## config.mk

```make
export PLATFORM = sky130hd
export DESIGN_NAME = smart_state_reg
export DESIGN_NICKNAME = d
export VERILOG_FILES = /design/src/rtl/smart_sr_pkg.sv /design/src/rtl/sr_op_decode.sv /design/src/rtl/sr_lfsr_next.sv /design/src/rtl/sr_state_bank.sv /design/src/rtl/smart_state_reg.sv
export SDC_FILE = /design/constraint.sdc
export NUM_CORES = 1
export LEC_CHECK = 0
export ABC_AREA = 1
export BUFFER_PORTS_ARGS = -buffer_cell sky130_fd_sc_hd__buf_2
export CORE_AREA = 10 10 47 49
export CTS_CLUSTER_SIZE = 10
export DETAILED_ROUTE_END_ITERATION = 8
export DIE_AREA = 0 0 57 59
export GPL_ROUTABILITY_DRIVEN = 1
export HOLD_SLACK_MARGIN = 0.08
export PLACE_DENSITY = 0.49
export SLEW_MARGIN = 20
export SYNTH_ARGS = -nofsm -noshare
export SYNTH_HDL_FRONTEND = slang
export SYNTH_HIERARCHICAL = 1
export SYNTH_SLANG_ARGS = --single-unit
```

## constraint.sdc

```tcl
create_clock -name clk -period 1.95 [get_ports clk]
set_clock_uncertainty 0.1 [all_clocks]
set_input_delay 0.0975 -clock clk [delete_from_list [all_inputs] [get_ports clk]]
set_output_delay 0.0975 -clock clk [all_outputs]
set_load 0.01 [all_outputs]
```

## src/rtl/smart_sr_pkg.sv

```systemverilog
package smart_sr_pkg;
  typedef enum logic [1:0] {
    OP_RESET = 2'd0,
    OP_TEST  = 2'd1,
    OP_LOAD  = 2'd2,
    OP_STEP  = 2'd3
  } sr_op_e;

  localparam int FORM_STANDARD = 0;
  localparam int FORM_MODULAR  = 1;
endpackage

```

## src/rtl/sr_op_decode.sv

```systemverilog
module sr_op_decode
  import smart_sr_pkg::*;
(
  input  logic   rst,
  input  logic   test_en,
  input  logic   mode_load,
  output sr_op_e op
);
  // reset beats test-enable, which beats the logic-driven select
  always_comb begin
    if (rst)            op = OP_RESET;
    else if (test_en)   op = OP_TEST;
    else if (mode_load) op = OP_LOAD;
    else                op = OP_STEP;
  end
endmodule

```

## src/rtl/sr_lfsr_next.sv

```systemverilog
module sr_lfsr_next
  import smart_sr_pkg::*;
#(
  parameter int           W    = 4,
  parameter logic [W:0]   POLY = 5'b10011,
  parameter int           FORM = FORM_STANDARD
) (
  input  logic [W-1:0] cur,
  output logic [W-1:0] nxt
);
  localparam int TOP = W - 1;

  if (FORM == FORM_STANDARD) begin : g_standard
    logic fb;
    always_comb begin
      fb = 1'b0;
      for (int j = 0; j < W; j++) fb = fb ^ (POLY[j] & cur[j]);
    end
    assign nxt[TOP-1:0] = cur[TOP:1];
    assign nxt[TOP]     = fb;
  end else begin : g_modular
    assign nxt[0] = cur[TOP];
    for (genvar i = 1; i < W; i++) begin : g_tap
      assign nxt[i] = cur[i-1] ^ (POLY[i] & cur[TOP]);
    end
  end
endmodule

```

## src/rtl/sr_state_bank.sv

```systemverilog
module sr_state_bank
  import smart_sr_pkg::*;
#(
  parameter int         W          = 4,
  parameter logic [W-1:0] RESET_CODE = {{(W-1){1'b0}}, 1'b1}
) (
  input  logic         clk,
  input  sr_op_e       op,
  input  logic [W-1:0] load_val,
  input  logic [W-1:0] step_val,
  output logic [W-1:0] state_q
);
  always_ff @(posedge clk) begin
    unique case (op)
      OP_RESET: state_q <= RESET_CODE;
      OP_LOAD:  state_q <= load_val;
      OP_TEST,
      OP_STEP:  state_q <= step_val;
      default:  state_q <= RESET_CODE;
    endcase
  end
endmodule

```

## src/rtl/smart_state_reg.sv

```systemverilog
module smart_state_reg
  import smart_sr_pkg::*;
#(
  parameter int           W          = 4,
  parameter logic [W:0]   POLY       = 5'b10011,
  parameter int           FORM       = FORM_STANDARD,
  parameter logic [W-1:0] RESET_CODE = {{(W-1){1'b0}}, 1'b1}
) (
  input  logic         clk,
  input  logic         rst,
  input  logic         test_en,
  input  logic         mode_load,
  input  logic [W-1:0] next_state,
  output logic [W-1:0] state_q,
  output logic [W-1:0] succ_code
);
  localparam bit POLY_OK = (POLY[0] == 1'b1) && (POLY[W] == 1'b1);

  if (!POLY_OK || W < 2) begin : g_bad_param
    $error("smart_state_reg: POLY needs g0 = gW = 1 and W >= 2");
  end

  sr_op_e op;

  sr_op_decode u_decode (
    .rst       (rst),
    .test_en   (test_en),
    .mode_load (mode_load),
    .op        (op)
  );

  sr_lfsr_next #(.W(W), .POLY(POLY), .FORM(FORM)) u_next (
    .cur (state_q),
    .nxt (succ_code)
  );

  sr_state_bank #(.W(W), .RESET_CODE(RESET_CODE)) u_bank (
    .clk      (clk),
    .op       (op),
    .load_val (next_state),
    .step_val (succ_code),
    .state_q  (state_q)
  );
endmodule

```

==> run summary, run 1 <==
Post-Route WL: 627 um
non-filler cells, final: 70
area leader, netlist: dfxtp_1
root buf cell: clkbuf_4
Slew @ Worst Pin: 0.312 ns
Post-synth top flop: dfxtp_1
grt met2 use: 6.05%
Layout area overhead: 79.8%
Largest stage delay, worst path: 0.55 ns
total number of vias: 253
Core Region: 1400 um^2
met1 Track Usage GR: 4.15%
initial DRC count: 4
initial core utilization: 15.0%
Layout Nets: 64
CTS resizes: 0
Syn Nets: 40
kind of cell adding the most delay to the critical path: buffers and inverters
total congestion overflow: 0
critical path class: in2reg
CP max stage cell: dlygate4sd3_1
top-count cell post-synth: nand2_1
Fmax achieved: 0.717 GHz
P_leak: 0.000215 uW
Worst Hold Class: in2reg
DPL Wire Length: 503 um
Cell Chain, Critical Path: dlygate4sd3_1, buf_2, nand3_1, dlygate4sd3_1, nand3_1
vias per cell: 3.61
worst-path fanout max: 1
largest register by flop count: u_bank/state_q
top cells by count, synth: nand2_1 (14), buf_4 (4), dfxtp_1 (4), inv_1 (4), nand3_1 (2)
Clock Latency Late Sink: 0.24 ns
Mapped Avg Cell Area: 6.57 um^2
FF+latch count, synth: 4
max reg flops: 4
post-synthesis sequential area ratio: 38.1%
Tmin final: 1.40 ns
Syn. warnings: 6
Synth Instances: 32
postcts setup bufs: 0
Slew Limit Fails: 0
biggest regs: u_bank/state_q (4)
die footprint: 3360 um^2
RSZ-0062 raised after global routing: no
final setup violation count: 0
largest net degree at the start of global routing: 7
Setup WS post-layout: 0.555 ns
post-synthesis instance area: 210 um^2
Max clock buf depth: 2
Rows: 14
Reg2Reg Depth: 6
Unique masters post-synth: 9
ANT nets after route: 0
vias in the first global route: 259
Die X: 57 um
I/O pin cnt: 16
Final period util: 71.5%
slew margin rel.: 79.2%
data required time of the worst path: 1.97 ns
Synth area leaders: dfxtp_1 (38%), nand2_1 (25%), buf_4 (14%)
Yosys top cell area share: 38.1%
fin util: 27.0%
height of the die: 59 um
placement-stage worst setup slack: 1.02 ns
arrival time of the worst setup path: 1.42 ns
# fillers: 177
Post-synth EDFFs: 0
GP Congestion: 0.728
CTS tree: yes
H-tree Lvls: 1
Setup crit start kind: input port
status: complete, no violations
n_diodes: 0
hold path cells: 4
Crit. End Element: flip-flop
Routed WL per cell: 8.96 um
share of cells above drive strength 1: 38.9%
Peak VDD IR: 255 uV
drt first pass iters: 2
WP depth: 5
first-pass GRT wire length: 1100 um
Max-Cap Viols: 0
final hold vios: 0
CP Buf/Inv Count: 3
PortBufs: 15
post-placement cell count: 59
total CTS buffers: 3
Clk pin slew, worst setup/hold paths: 0.04 ns
Overall Global Routing Usage: 4.53%
clock sink total: 4
asr flop ratio synth: 0%
met3 global-route usage: 3.43%
CTS Hold Bufs: 8
Top Usage Layer GRT: met2
power density cells: 703 nW/um^2
Fin Setup TNS: 0 ns
DRC Markers: 0
initial antenna violation count: 0
[cells by family (layout without fill, tap and decap cells)]
group	count (synthesis)	count (layout)	synth area share [%]
simple gates	18	18	34.5
buf+inv	9	31	23.2
compound gates	1	1	4.17
flops	4	4	38.1
[path summary, 6_finish.rpt]
check                                          startpoint                        end  slack [ns]
worst max-delay path                        next_state[0]  u_bank/state_q[0]$_DFF_P_        0.55
worst min-delay path                                  rst  u_bank/state_q[0]$_DFF_P_        0.10
worst max register to register  u_bank/state_q[1]$_DFF_P_  u_bank/state_q[3]$_DFF_P_        0.56
worst min register to register  u_bank/state_q[1]$_DFF_P_  u_bank/state_q[0]$_DFF_P_        0.42
[worst register-to-register path, stage by stage (launching register included)]
cell and delay [ns]:
dfxtp_1 0.37, inv_1 0.05, nand2_1 0.05, nand2_1 0.06, nand2_1 0.06, nand2_1 0.04, dlygate4sd3_1 0.54
[placed cells by master, fill, tap and decap left out]
cell           netlist  routed
nand3_1              2       2
nand2_1             14      14
dfxtp_1              4       4
inv_2                1       1
dlygate4sd3_1        0       8
inv_1                4       4
nor2_2               1       1
buf_2                0      15
nor2_1               1       1
a21oi_2              1       1
clkbuf_4             0       3
[cell type report]
| cell class | instances | area (um^2) | share of cell area [%] |
|---|---|---|---|
| tap | 16 | 20.0 | 5.30 |
| multi-input combinational | 19 | 81.3 | 21.5 |
| inverter | 5 | 18.8 | 4.97 |
| timing repair buffer | 23 | 155 | 41.1 |
| sequential | 4 | 80.1 | 21.2 |
| clock buffer | 3 | 22.5 | 5.96 |
[through the flow]
stage	power [uW]	instance area [um^2]	hold WS [ns]
final	266	378	0.105
after global routing	290	378	0.102
after CTS	274	378	0.0967
after detailed placement	149	275	0.189
after global placement	149	275	0.196
after floorplan	133	210	0.101
[layer usage]
| metal | vias to the layer above | share of wire, % | wire (um) |
|---|---|---|---|
| li1 | 137 | - | - |
| met1 | 109 | 42 | 262 |
| met2 | 7 | 52 | 328 |
| met3 | 0 | 5.7 | 36 |
| met4 | 0 | 0 | 0 |
| met5 | - | 0 | 0 |
[report_power, final]
| group | internal, uW | leakage (uW) | total [uW] | switching, uW |
|---|---|---|---|---|
| Combinational | 34.4 | 0.000168 | 64.7 | 30.3 |
| Clock | 69.0 | 0.0000138 | 105 | 36.3 |
| Sequential | 90.0 | 0.0000333 | 95.6 | 5.67 |
| Total | 193 | 0.000215 | 266 | 72.2 |
Power figures use the tool's default switching activity.
==> run 2: changes to the inputs <==
clock period = 1.3 ns   (was 1.95 ns; I/O delays follow)
==> run 2 against run 1 <==
  * Register-to-register slack lost 0.13 ns
  * Die area is the same
  * Setup slack lost 0.46 ns
==> run summary, run 2 (same netlist as run 1, synthesis figures left out) <==
status: complete, no violations
H-tree Lvls: 1 (unchanged)
PortBufs: 15 (unchanged)
Routed WL per cell: 9.77 um (+9.1%)
Layout area overhead: 75.0%
biggest regs: u_bank/state_q (4)
most used cell, CP: nand2_1
total congestion overflow: 0 (unchanged)
GP Congestion: 0.703 (-3.5%)
Die X: 57 um (unchanged)
DPL Wire Length: 520 um (+3.4%)
most frequent cells in the layout: buf_2 (15), nand2_1 (14), dlygate4sd3_1 (7)
CP Buf/Inv Count: 3 (unchanged)
Peak VDD IR: 506 uV (+99%)
final hold vios: 0 (unchanged)
I/O pin cnt: 16 (unchanged)
# fillers: 173 (-2.3%)
initial DRC count: 6 (+2)
Slew @ Worst Pin: 0.308 ns (-0.00468 ns)
Worst Hold Class: reg2reg
most common cell after layout, fill and taps aside: buf_2
Max clock buf depth: 2 (unchanged)
Cell Chain, Critical Path: dlygate4sd3_1, buf_2, inv_1, a21oi_2, nor2_2, nand2_1, nand2_1
root buf cell: clkbuf_4
Rows: 14 (unchanged)
ANT nets after route: 0 (unchanged)
initial core utilization: 15.0% (unchanged)
vias in the first global route: 239 (-7.7%)
Post-Route WL: 674 um (+7.5%)
hold_ws: 0.361 ns (+0.256 ns)
total CTS buffers: 3 (unchanged)
post-placement cell count: 59 (unchanged)
CTS tree: yes
Clk pin slew, worst setup/hold paths: 0.03 ns (about the same)
Largest stage delay, worst path: 0.52 ns (-0.03 ns)
total number of vias: 253 (unchanged)
largest register by flop count: u_bank/state_q
data required time of the worst path: 1.32 ns (-0.65 ns)
Fin Setup TNS: 0 ns (unchanged)
max reg flops: 4 (unchanged)
Crit. End Element: flip-flop
Max-Cap Viols: 0 (unchanged)
arrival time of the worst setup path: 1.23 ns (-0.19 ns)
internal power: 285 uW (+47%)
P_leak: 0.000208 uW (-3.3%)
clock sink total: 4 (unchanged)
first-pass GRT wire length: 1100 um (unchanged)
Comb power frac: 24.1% (-0.3 points)
Pwr Total: 386 uW (+45%)
Setup crit start kind: input port
switch share: 26.2% (-1.0 points)
largest net degree at the start of global routing: 7 (unchanged)
Overall Global Routing Usage: 4.57% (+0.035 points)
CP max stage cell: dlygate4sd3_1
n_diodes: 0 (unchanged)
power density cells: 1050 nW/um^2 (+49%)
die footprint: 3360 um^2 (unchanged)
Layout Nets: 63 (-1.6%)
Core Region: 1400 um^2 (unchanged)
non-filler cells, final: 69 (-1.4%)
Final period util: 93.0%
share of cells above drive strength 1: 39.6% (+0.73 points)
Tmin final: 1.21 ns
critical path class: in2reg
vias per cell: 3.67 (+1.4%)
worst-path fanout max: 6 (+5)
clock power share: 38.7% (-0.9 points)
DRC Markers: 0 (unchanged)
RSZ-0062 raised after global routing: no
sw power: 101 uW (+40%)
Fmax achieved: 0.827 GHz
drt first pass iters: 2 (unchanged)
slew margin rel.: 79.5% (+0.31 points)
height of the die: 59 um (unchanged)
Slew Limit Fails: 0 (unchanged)
final setup violation count: 0 (unchanged)
initial antenna violation count: 0 (unchanged)
kind of cell adding the most delay to the critical path: buffers and inverters
sequential share of power: 37.3% (+1.3 points)
postcts setup bufs: 0 (unchanged)
Clock Latency Late Sink: 0.23 ns (about the same)
## run 2: changes by cell type in the layout (fill, tap and decap cells not counted)
cell,previous run,this run
dlygate4sd3_1,8,7
## run 2: final timing paths
| check | start | end | slack, ns | cells after the start |
|---|---|---|---|---|
| max | test_en | u_bank/state_q[1]$_DFF_P_ | 0.09 | 7 |
| min | u_bank/state_q[2]$_DFF_P_ | u_bank/state_q[1]$_DFF_P_ | 0.36 | 2 |
| max reg2reg | u_bank/state_q[1]$_DFF_P_ | u_bank/state_q[3]$_DFF_P_ | 0.43 | 5 |
| min reg2reg | u_bank/state_q[2]$_DFF_P_ | u_bank/state_q[1]$_DFF_P_ | 0.36 | 2 |
## run 2: power by group through the flow
| stage | logic [uW] | clock network (uW) | registers [uW] |
|---|---|---|---|
| floorplan | 50.1 | 0 | 149 |
| global placement | 77.9 | 0 | 145 |
| CTS | 94.5 | 159 | 144 |
| global route | 104 | 173 | 147 |
| finish | 92.9 | 149 | 144 |
| detailed placement | 78.3 | 0 | 146 |
## run 2: tightest hold or removal path, stage by stage, from the launching register on
cell and delay [ns]:
dfxtp_1 0.31, nand2_1 0.06, nand2_1 0.04
## run 2: area by class of cell
cell class	instances	area (um^2)	area share, %
multi-input cells	19	81.3	22.1
well taps	16	20.0	5.44
repair buffers	22	145	39.5
flip-flops and latches	4	80.1	21.8
inverters	5	18.8	5.10
clock buffers	3	22.5	6.12
## run 2: per-layer routing
| layer | track usage, % | wire (um) | up-vias |
|---|---|---|---|
| met5 | 0 | 0 | - |
| met4 | 3.02 | 4 | 0 |
| met3 | 3.86 | 32 | 2 |
| met2 | 6.51 | 348 | 11 |
| met1 | 4.36 | 289 | 106 |
| li1 | - | - | 134 |
## run 2: through the flow
| stage | util [%] | setup slack, ns | area (um^2) |
|---|---|---|---|
| 2_1_floorplan | - | 0.335 | 210 |
| 3_3_place_gp | 19.6 | 0.405 | 275 |
| 3_5_place_dp | 19.6 | 0.397 | 275 |
| 4_1_cts | 26.3 | 0.0951 | 368 |
| 5_1_grt | 26.3 | 0.00987 | 368 |
| 6_report | 26.3 | 0.0914 | 368 |
## run 2: timing repair
action / in CTS / in global routing
endpoints found under the setup margin: 0 / 0
gates resized for setup: 0 / 0
hold endpoints to repair: 4 / 0
hold buffers: 7 / 0
==> run 3: changes to the inputs <==
RECOVER_POWER = 25   (was default)
==> run 3 against run 2 <==
  * Combinational power fell by 2%
  * Critical path depth did not move
  * Clock-buffer cell count did not move
  * Critical endpoint unchanged
  * Via count did not move
  * Sequential power barely moved
  * Core utilization fell by 0.18 points
  * Clock power barely moved
  * Power fell by 0.35%
  * Global-route usage did not move
  * Die area did not move
==> run summary, run 3 (same netlist as run 1, synthesis figures left out) <==
Hold EP: u_bank/state_q[1]$_DFF_P_
largest register by flop count: u_bank/state_q
largest net degree at the start of global routing: 7 (unchanged)
Final period util: 93.0% (about the same)
n_diodes: 0 (unchanged)
DPL Wire Length: 520 um (unchanged)
Routed WL per cell: 9.77 um (unchanged)
ANT nets after route: 0 (unchanged)
final hold vios: 0 (unchanged)
worst r2r src: u_bank/state_q[1]$_DFF_P_
critical path startpoint: test_en
slew margin rel.: 79.5% (unchanged)
Worst Hold Class: reg2reg
Slew Limit Fails: 0 (unchanged)
initial antenna violation count: 0 (unchanged)
Post-Route WL: 674 um (unchanged)
total congestion overflow: 0 (unchanged)
CTS Hold Bufs: 7 (unchanged)
hold path cells: 2 (unchanged)
data required time of the worst path: 1.32 ns (about the same)
post-placement cell count: 59 (unchanged)
CTS resizes: 0 (unchanged)
switch share: 26.3% (+0.14 points)
Comb power frac: 23.8% (-0.3 points)
final setup violation count: 0 (unchanged)
reg-to-reg setup timing slack: 0.43 ns (about the same)
initial DRC count: 6 (unchanged)
Fin Setup TNS: 0 ns (unchanged)
Layout Nets: 63 (unchanged)
Fmax achieved: 0.827 GHz (about the same)
initial core utilization: 15.0% (unchanged)
Tmin final: 1.21 ns (+0.00000290 ns)
Max clock buf depth: 2 (unchanged)
critical path class: in2reg
root buf cell: clkbuf_4
internal power: 283 uW (-0.54%)
vias per cell: 3.67 (unchanged)
power density cells: 1050 nW/um^2 (+0.34%)
total CTS buffers: 3 (unchanged)
Peak VDD IR: 506 uV (about the same)
first-pass GRT wire length: 1100 um (unchanged)
total number of vias: 253 (unchanged)
PortBufs: 15 (unchanged)
most common cell after layout, fill and taps aside: nand2_1
Clock Latency Late Sink: 0.23 ns (about the same)
Crit. End Element: flip-flop
arrival time of the worst setup path: 1.23 ns (about the same)
hold wc startpoint: u_bank/state_q[2]$_DFF_P_
Overall Global Routing Usage: 4.57% (unchanged)
Core Region: 1400 um^2 (unchanged)
max reg flops: 4 (unchanged)
Die X: 57 um (unchanged)
P_leak: 0.000202 uW (-3.1%)
Setup WS post-layout: 0.0914 ns (-0.00000290 ns)
share of cells above drive strength 1: 35.8% (-3.8 points)
Reg2Reg Depth: 5 (unchanged)
Setup crit start kind: input port
RSZ-0062 raised after global routing: no
biggest regs: u_bank/state_q (4)
CTS tree: yes
Clk pin slew, worst setup/hold paths: 0.03 ns (about the same)
non-filler cells, final: 69 (unchanged)
clock power share: 38.8% (about the same)
H-tree Lvls: 1 (unchanged)
sequential share of power: 37.5% (+0.2 points)
worst-path fanout max: 6 (unchanged)
Layout area overhead: 73.8%
# fillers: 174 (+0.58%)
postcts setup bufs: 0 (unchanged)
reg2reg end: u_bank/state_q[3]$_DFF_P_
Slew @ Worst Pin: 0.308 ns (unchanged)
Max-Cap Viols: 0 (unchanged)
DRC Markers: 0 (unchanged)
die footprint: 3360 um^2 (unchanged)
drt first pass iters: 2 (unchanged)
GP Congestion: 0.703 (unchanged)
vias in the first global route: 239 (unchanged)
placement-stage worst setup slack: 0.397 ns (unchanged)
sw power: 101 uW (+0.21%)
height of the die: 59 um (unchanged)
Rows: 14 (unchanged)
status: complete, no violations
I/O pin cnt: 16 (unchanged)
clock sink total: 4 (unchanged)
most frequent cells in the layout: nand2_1 (14), buf_2 (13), dlygate4sd3_1 (7)
-- run 3: changes by cell type in the layout (fill, tap and decap cells not counted), sizes merged --
| cell | delta |
|---|---|
| clkbuf | +2 |
| buf | -2 |
-- run 3: area by class of cell --
type                            instances  area (um^2)  share of cell area (%)
Timing Repair Buffer                   22          143                    39.0
Multi-Input combinational cell         19         81.3                    22.3
Sequential cell                         4         80.1                    21.9
Clock buffer                            3         22.5                    6.16
Tap cell                               16         20.0                    5.48
Inverter                                5         18.8                    5.14
-- run 3: per-layer routing --
metal  wire, um  GRT usage [%]  vias up
met5          0              0        -
met4          4           3.02        0
met2        348           6.51       11
li1           -              -      134
met1        289           4.36      106
met3         32           3.86        2
-- run 3: critical path: stages --
cell and delay (ns):
dlygate4sd3_1 0.52, buf_2 0.11, inv_1 0.04, a21oi_2 0.28, nor2_2 0.10, nand2_1 0.07
nand2_1 0.04
-- run 3: power groups by stage --
stage,sequential [uW],clock (uW),combinational [uW]
4_1_cts,144,159,94.5
3_5_place_dp,146,0,78.3
6_report,144,149,91.3
2_1_floorplan,149,0,50.1
3_3_place_gp,145,0,77.9
5_1_grt,147,173,103
-- run 3: worst max-delay path by stage --
stage | to
after global routing | u_bank/state_q[0]$_DFF_P_
after floorplan | u_bank/state_q[3]$_DFF_P_
after detailed placement | u_bank/state_q[1]$_DFF_P_
after global placement | u_bank/state_q[1]$_DFF_P_
after CTS | u_bank/state_q[1]$_DFF_P_
final | u_bank/state_q[1]$_DFF_P_
-- run 3: stage by stage --
step	utilization [%]	instance area (um^2)	power, uW	hold WS [ns]
after floorplan	-	210	199	0.0681
after global placement	19.6	275	223	0.155
after detailed placement	19.6	275	225	0.157
after CTS	26.3	368	398	0.367
after global routing	26.1	365	423	0.405
final	26.1	365	384	0.363
